===== config.mk =====
export PLATFORM = sky130hd
export DESIGN_NAME = dacfe_top
export DESIGN_NICKNAME = d
export VERILOG_FILES = /design/src/rtl/dacfe_pkg.sv /design/src/rtl/dacfe_sync.sv /design/src/rtl/dacfe_ctrl.sv /design/src/rtl/dacfe_datapath.sv /design/src/rtl/dacfe_top.sv
export SDC_FILE = /design/constraint.sdc
export NUM_CORES = 1
export LEC_CHECK = 0
export CAP_MARGIN = 30
export CORE_MARGIN = 3
export CORE_UTILIZATION = 35
export CTS_CLUSTER_SIZE = 14
export DETAILED_ROUTE_END_ITERATION = 10
export DONT_BUFFER_PORTS = 1
export PLACE_DENSITY = 0.53
export SKIP_CTS_REPAIR_TIMING = 1
export SLEW_MARGIN = 40
export SYNTH_ARGS = -nofsm -noshare
export SYNTH_HDL_FRONTEND = slang
export SYNTH_SLANG_ARGS = --single-unit

===== constraint.sdc =====
create_clock -name clk -period 2.18 [get_ports clk]
set_input_delay 0.218 -clock clk [delete_from_list [all_inputs] [get_ports clk]]
set_output_delay 0.218 -clock clk [all_outputs]
set_load 0.05 [all_outputs]

===== src/rtl/dacfe_pkg.sv =====
package dacfe_pkg;

  typedef enum logic [1:0] {
    MODE_NORMAL   = 2'b00,
    MODE_PULLDOWN = 2'b01,
    MODE_HIZ      = 2'b10
  } out_mode_e;

  // strobes from control to datapath, valid for one system clock
  typedef struct packed {
    logic clear;    // frame start or abort: empty the shift register
    logic shift;    // take one bit (not the last one)
    logic commit;   // last bit of a full frame is on bitIn
    logic swReset;  // load power-on state
    logic bitIn;    // synchronized data bit
  } strobe_t;

endpackage


===== src/rtl/dacfe_sync.sv =====
module dacfe_sync #(
  parameter int WIDTH  = 3,
  parameter int STAGES = 2,
  parameter logic [WIDTH-1:0] INIT = '1
) (
  input  logic             clk,
  input  logic             rstN,
  input  logic [WIDTH-1:0] asyncIn,
  output logic [WIDTH-1:0] syncOut
);

  logic [WIDTH-1:0] stageQ [STAGES];

  for (genvar s = 0; s < STAGES; s++) begin : g_stage
    always_ff @(posedge clk or negedge rstN) begin
      if (!rstN) stageQ[s] <= INIT;
      else if (s == 0) stageQ[s] <= asyncIn;
      else stageQ[s] <= stageQ[(s == 0) ? 0 : s-1];
    end
  end

  assign syncOut = stageQ[STAGES-1];

endmodule


===== src/rtl/dacfe_ctrl.sv =====
module dacfe_ctrl
  import dacfe_pkg::*;
#(
  parameter int FRAME_BITS = 16,
  parameter int CTRL_BITS  = 2
) (
  input  logic    clk,
  input  logic    rstN,
  input  logic    sclkS,
  input  logic    syncNS,
  input  logic    dinS,
  output strobe_t stb
);

  localparam int CW = $clog2(FRAME_BITS + 1);
  localparam logic [CW-1:0] LAST_IDX = CW'(FRAME_BITS - 1);
  localparam logic [CW-1:0] CTRL_CNT = CW'(CTRL_BITS);
  localparam logic [CW-1:0] FULL_CNT = CW'(FRAME_BITS);

  logic sclkPrev, syncPrev;
  logic active, onesSoFar;
  logic [CW-1:0] bitCount;
  logic syncFall, syncRise, sclkFall;

  assign syncFall = syncPrev & ~syncNS;
  assign syncRise = ~syncPrev & syncNS;
  assign sclkFall = sclkPrev & ~sclkS;

  always_comb begin
    stb = '0;
    stb.bitIn = dinS;
    if (syncFall) begin
      stb.clear = 1'b1;
    end else if (syncRise) begin
      stb.clear = 1'b1;
      // a reset frame whose control field is all ones runs to completion
      if (active && onesSoFar && bitCount >= CTRL_CNT && bitCount < FULL_CNT)
        stb.swReset = 1'b1;
    end else if (!syncNS && active && sclkFall) begin
      if (bitCount == LAST_IDX) begin
        stb.commit  = 1'b1;
        stb.swReset = onesSoFar & dinS;
      end else begin
        stb.shift = 1'b1;
      end
    end
  end

  always_ff @(posedge clk or negedge rstN) begin
    if (!rstN) begin
      sclkPrev  <= 1'b1;
      syncPrev  <= 1'b1;
      active    <= 1'b0;
      onesSoFar <= 1'b0;
      bitCount  <= '0;
    end else begin
      sclkPrev <= sclkS;
      syncPrev <= syncNS;
      if (syncFall) begin
        active    <= 1'b1;
        onesSoFar <= 1'b1;
        bitCount  <= '0;
      end else if (syncRise) begin
        active <= 1'b0;
      end else if (stb.commit) begin
        active   <= 1'b0;
        bitCount <= FULL_CNT;
      end else if (stb.shift) begin
        bitCount  <= bitCount + 1'b1;
        onesSoFar <= onesSoFar & dinS;
      end
    end
  end

endmodule


===== src/rtl/dacfe_datapath.sv =====
module dacfe_datapath
  import dacfe_pkg::*;
#(
  parameter int DATA_W = 14,
  parameter logic [DATA_W-1:0] DEFAULT_CODE = '0
) (
  input  logic              clk,
  input  logic              rstN,
  input  strobe_t           stb,
  output logic [DATA_W-1:0] dacCode,
  output logic [1:0]        pwrMode,
  output logic              swResetPulse
);

  // only control field and data are kept; older bits fall off the top
  localparam int KEEP_W = DATA_W + 1;

  logic [KEEP_W-1:0] shiftQ;
  logic [KEEP_W:0]   word;
  logic [1:0]        ctrlField;
  out_mode_e         modeQ;

  assign word      = {shiftQ, stb.bitIn};
  assign ctrlField = word[DATA_W+1:DATA_W];

  always_ff @(posedge clk or negedge rstN) begin
    if (!rstN) begin
      shiftQ       <= '0;
      dacCode      <= DEFAULT_CODE;
      modeQ        <= MODE_NORMAL;
      swResetPulse <= 1'b0;
    end else begin
      swResetPulse <= stb.swReset;
      if (stb.clear || stb.commit) shiftQ <= '0;
      else if (stb.shift) shiftQ <= {shiftQ[KEEP_W-2:0], stb.bitIn};

      if (stb.swReset) begin
        dacCode <= DEFAULT_CODE;
        modeQ   <= MODE_NORMAL;
      end else if (stb.commit) begin
        dacCode <= word[DATA_W-1:0];
        case (ctrlField)
          2'b00:   modeQ <= MODE_NORMAL;
          2'b01:   modeQ <= MODE_PULLDOWN;
          2'b10:   modeQ <= MODE_HIZ;
          default: modeQ <= modeQ;
        endcase
      end
    end
  end

  assign pwrMode = modeQ;

endmodule


===== src/rtl/dacfe_top.sv =====
module dacfe_top
  import dacfe_pkg::*;
#(
  parameter int FRAME_BITS     = 16,
  parameter bit MIDSCALE_RESET = 1'b0,
  parameter int SYNC_STAGES    = 2,
  localparam int DATA_W        = (FRAME_BITS >= 24) ? 16 : 14
) (
  input  logic              clk,
  input  logic              rstN,
  input  logic              sclkIn,
  input  logic              syncNIn,
  input  logic              dinIn,
  output logic [DATA_W-1:0] dacCode,
  output logic [1:0]        pwrMode,
  output logic              swResetPulse
);

  localparam int CTRL_BITS = FRAME_BITS - DATA_W;
  localparam logic [DATA_W-1:0] DEFAULT_CODE =
    MIDSCALE_RESET ? {1'b1, {(DATA_W-1){1'b0}}} : '0;

  logic [2:0] pinsS;
  strobe_t    stb;

  dacfe_sync #(.WIDTH(3), .STAGES(SYNC_STAGES), .INIT(3'b111)) sync_i (
    .clk    (clk),
    .rstN   (rstN),
    .asyncIn({sclkIn, syncNIn, dinIn}),
    .syncOut(pinsS)
  );

  dacfe_ctrl #(.FRAME_BITS(FRAME_BITS), .CTRL_BITS(CTRL_BITS)) ctrl_i (
    .clk   (clk),
    .rstN  (rstN),
    .sclkS (pinsS[2]),
    .syncNS(pinsS[1]),
    .dinS  (pinsS[0]),
    .stb   (stb)
  );

  dacfe_datapath #(.DATA_W(DATA_W), .DEFAULT_CODE(DEFAULT_CODE)) dp_i (
    .clk         (clk),
    .rstN        (rstN),
    .stb         (stb),
    .dacCode     (dacCode),
    .pwrMode     (pwrMode),
    .swResetPulse(swResetPulse)
  );

endmodule


# Yosys cells after proc, flatten, opt, wreduce, memory -nomap -nowiden
# Cells that the tools add are included.
[word_totals] register_bits=47 inputBits=5 out_inout_bits=17 word_cells=70
[op_classes] n_addsub=1 n_lt_le_gt_ge=2 eq_ne=5 n_mux=27 n_bitwise=7 n_reduce_logical=17
[op_table] cell="$mux W15" count=2
[op_table] cell="$mux W14" count=2
[op_table] cell="$mux W5" count=4
[op_table] cell="$mux W1" count=12
[op_table] cell="$mux W2" count=4
[op_table] cell="$mux W3" count=2
[op_table] cell="$pmux W2 S3" count=1
[op_table] cell="$reduce_bool A2 Y1" count=3
[op_table] cell="$reduce_bool A3 Y1" count=2
[op_table] cell="$add A5 B1 Y5 const B" count=1
[op_table] cell="$eq A5 B4 Y1 const B" count=1
[op_table] cell="$ge A5 B2 Y1 const B" count=1
[op_table] cell="$logic_and A1 B1 Y1" count=5
[op_table] cell="$lt A5 B5 Y1 const B" count=1
[op_table] cell="$and A1 B1 Y1" count=4
[op_table] cell="$reduce_and A2 Y1" count=2
[op_table] cell="$reduce_bool A4 Y1" count=1
[op_table] cell="$not A1 Y1" count=3
[op_table] cell="$reduce_and A3 Y1" count=1
[op_table] cell="$eq A2 B1 Y1 const B" count=1
[op_table] cell="$eq A2 B2 Y1 const B" count=1
[op_table] cell="$logic_not A2 Y1" count=1
[op_table] cell="$ne A2 B1 Y1 const B" count=1
[op_table] cell="$ne A2 B2 Y1 const B" count=1
[op_table] cell="other kinds (2)" count=2

# Longest topological paths before layout
[depth] word_depth=10 ltp_mapped=8 depth_no_buf=7

# By module
# From an unflattened synthesis, not the netlist that was laid out.
[hier_totals] hier_cells=192 hier_area_um2=2192.1
[by_module_without_submodules] module="dacfe_datapath" n_inst=1 cells_each=111 area_each_um2=1367.6 seq_area_each_um2=800.8
[by_module_without_submodules] module="dacfe_ctrl" n_inst=1 cells_each=72 area_each_um2=644.4 seq_area_each_um2=227.7
[by_module_without_submodules] module="dacfe_sync" n_inst=1 cells_each=9 area_each_um2=180.2 seq_area_each_um2=157.7

# Worst setup path before layout
# Ideal clock, no wire load.
[synth_timing] kind="reg-to-reg" start="register ctrl_i.syncPrev" end="register dp_i.shiftQ[0]" setup_ns=0.121 t_arrival_ns=1.836 required_time_ns=2.059 setup_slack_ns=0.223 path_stages_with_launch=8 n_path_buf=1 period_less_slack_ns=1.957 cell_sequence="dfstp_2 -> inv_1 -> ha_1 -> nor3b_4 -> nand2_4 -> o21a_1 -> buf_6 -> a22o_2"
[synth_via] elab_chain_cells=6 elab_cells_between_ends=10 cone_classes="mux (5); bitwise (3); reduce/logical (2)"
[synth_lines] element="from (decl)" line="dacfe_ctrl.sv:20" text="logic sclkPrev, syncPrev;"
[synth_lines] element="from (signal assigned)" line="dacfe_ctrl.sv:58" text="syncPrev <= syncNS;"
[synth_lines] element="$not A1 Y1" line="dacfe_ctrl.sv:26" text="assign syncRise = ~syncPrev & syncNS;"
[synth_lines] element="$and A1 B1 Y1" line="dacfe_ctrl.sv:26"
[synth_lines] element="$mux W1 / $mux W2 (equally long branches)" line="dacfe_ctrl.sv:34" text="end else if (syncRise) begin"
[synth_lines] element="$mux W1 / $mux W3 (equally long branches)" line="dacfe_ctrl.sv:32" text="if (syncFall) begin"
[synth_lines] element="$logic_or A1 B1 Y1" line="dacfe_datapath.sv:34" text="if (stb.clear || stb.commit) shiftQ <= '0;"
[synth_lines] element="$mux W15 / $reduce_bool A2 Y1 (equally long branches)"
[synth_lines] element="to (signal assigned)" line="dacfe_datapath.sv:35" text="else if (stb.shift) shiftQ <= {shiftQ[KEEP_W-2:0], stb.bitIn};"
[synth_lines] element="to (decl)" line="dacfe_datapath.sv:18" text="logic [KEEP_W-1:0] shiftQ;"
# Parallel ways exist; a longest one is shown, timed or not.
# A chain may end at the register's enable or synchronous reset.

# Worst setup path after layout
[layout_timing] start="register ctrl_i.syncPrev" end="register dp_i.shiftQ[13]"
# The elaborated chain is that of the path after synthesis.

==> results.cfg <==
[status]
status = finished, final reports clean

[clocking]
clock-sinks = 47
cts_tree = yes
ctsLongestPathBuffers = 2
cts_root_buffer = clkbuf_8
cts_max_level = 2
cts_made_buffers = 5
clkLatencyLatePin_ns = 0.30
clkTransAtPathRegs_ns = 0.09

[finish]
mostFrequentLayoutCell = dfrtp_1
area_delta_synth_final_pct = 14.8
final_cell_mix = dfrtp_1 (39), nor2_1 (17), mux2i_1 (14)
drive_gt1_share_pct = 25.0
fin_area_um2 = 2270
num_antenna_cells = 0
nNetsFinal = 173

[floorplan]
io_pins = 22
core.rowCount = 26
coreArea_um2 = 5270
die_h_um = 81.1
die_w_um = 81.1
dieArea_um2 = 6580
initial_core_util_pct = 37.5

[critical_path]
end_kind = flop
crit_fanout = 15
reg2reg_depth = 6
critPathLaunchType = flop
r2r_end = dp_i.shiftQ[13]
crit_required_ns = 2.37
arrival_ns = 2.20
r2r_slack_ns = 0.16
worst-setup-path-type = reg -> reg
r2r_start = ctrl_i.syncPrev

[yosys]
synth_fp_nets = 159
synth_area_leaders = dfrtp_1 (49%), dfstp_2 (11%), mux2i_1 (7.1%)
yosys_warnings = 0
synth_top_family_by_area = compound AO/OA/AOI/OAI gates
async_flop_share_pct = 100
yosysUniqueCellTypes = 34
synth_top_cell_area_share_pct = 49.4
synth-simple-area-share_pct = 12.5
syn_area_um2 = 1980
synth_area_leader_cell = dfrtp_1
ys.flop_type = dfrtp_1
synthMuxAreaShare_pct = 7.09
synth_edf_count = 0
yosysSeqAreaShare_pct = 60.0
synth-xor-area-share_pct = 0
synth_compound_area_share_pct = 14.1
synth_area_per_cell_um2 = 13.3
ys_ff_latch = 47
syn-instance-count = 149
synthAdderAreaFrac_pct = 3.17

[sta]
fmax_ghz = 0.496
period_minus_slack_ns = 2.02
slew_headroom_pct = 65.0
final.period_utilization_pct = 92.6
hold_ws_ns = 0.359
finClkSkew_ns = 0.00815
hold_viol_final = 0
slew_violations = 0
setup_viol = 0
tightest_slew_ns = 0.524
rsz0062_at_grt = no
setup_tns_ns = 0

[grt]
grt_max_degree = 48
grt_usage_pct = 12.1
overflow = 0
antenna_found_initial = 0
first_global_vias = 1243
grt_pass1_wl_um = 6070

[place]
post-dp-hpwl_um = 2430
finalWeightedCongestion = 0.751
dpl-instance-area_um2 = 2090
numPortBuffers = 0

[detailed_routing]
wirelength_um = 3590
detail_route.wl_per_cell_um = 15.4
drc = 0
vias_per_cell = 5.17
ant_nets = 0
drt-initial-drc-count = 40
vias = 1209
drtPass1Iterations = 4

[worst_hold_path]
min_to = sync_i.syncOut[1]
min-delay-start = sync_i.stageQ[4]
hold_depth = 0
hold_path.class = reg -> reg

[pwr]
power_leakage_uw = 0.00118
ir_worst_vdd_uv = 347
p_total_uw = 1640
p_per_area_nw_per_um2 = 723

[job]
maxCapViolCount = 0
==> metal layers <==
metal / global-route usage (%) / routed length (µm) / vias up
li1: - / - / 565
met1: 16.2 / 1700 / 611
met2: 18.6 / 1640 / 31
met3: 4.77 / 226 / 2
met4: 2.53 / 18 / 0
met5: 0 / 0 / -
==> metrics by stage <==
stage          std cells  util (%)  worst slack (ns)
2_1_floorplan        149         -             0.223
3_3_place_gp         221      39.6             0.199
3_5_place_dp         221      39.6             0.174
4_1_cts              229      41.8             0.153
5_1_grt              234      43.0            0.0156
6_report             234      43.0             0.162
==> final cells by class <==
| class | instances | area [µm²] |
|---|---|---|
| fillers | 506 | 3000 |
| flip-flops and latches | 47 | 1190 |
| multi-input cells | 92 | 728 |
| repair buffers | 12 | 133 |
| well taps | 70 | 87.6 |
| clock buffers | 5 | 68.8 |
| clock inverters | 3 | 46.3 |
| inverters | 5 | 18.8 |
==> worst max-delay path by stage <==
stage                         start              end  cells past startpoint
floorplan           ctrl_i.syncPrev   dp_i.shiftQ[0]                      7
CTS                 ctrl_i.syncPrev  dp_i.shiftQ[13]                      6
finish              ctrl_i.syncPrev  dp_i.shiftQ[13]                      6
global placement    ctrl_i.syncPrev  dp_i.shiftQ[10]                      6
global route        ctrl_i.syncPrev   dp_i.shiftQ[8]                      6
detailed placement  ctrl_i.syncPrev  dp_i.shiftQ[13]                      6
==> state kept, by name (all words and copies together) (netlist names), 2 cells and up <==
| signal | flops |
|---|---|
| sync_i.stageQ | 3 |
| dp_i.pwrMode | 2 |
| ctrl_i.bitCount | 5 |
| sync_i.syncOut | 3 |
| dp_i.shiftQ | 15 |
| dp_i.dacCode | 14 |
==> kinds of logic (layout without fill, tap and decap cells) <==
family | after synthesis | in the layout
buffers and inverters | 10 | 25
muxes | 14 | 14
DFF | 47 | 47
AOI/OAI and AO/OA | 34 | 34
and+or+nand+nor | 39 | 39
adders and majority gates | 5 | 5
==> where the power goes <==
part / switching, µW / total (µW) / internal, µW
sequential: 12.8 / 905 / 892
combinational: 56.4 / 92.5 / 36.0
clock: 297 / 642 / 345
==> Yosys cell counts (2+ instances only) <==
master,n
o21a_1,2
nand3_1,4
buf_6,2
or4_1,2
o211ai_1,2
nor4b_1,2
a22o_1,6
nand2_1,3
o21ai_0,4
nor2_1,17
mux2i_1,14
inv_1,5
dfstp_2,8
nor3_1,2
a21o_1,3
and3_1,2
dfrtp_1,39
a21oi_1,2
a22o_2,10
buf_4,2
ha_1,5
==> critical path: stages, from the launching register on <==
cell	delay, ns
dfstp_2	0.54
inv_1	0.05
ha_1	0.24
nor3b_4	0.26
nand2_4	0.11
o21a_1	0.37
a22o_2	0.34
No activity file was read; power rests on OpenSTA's default activity.
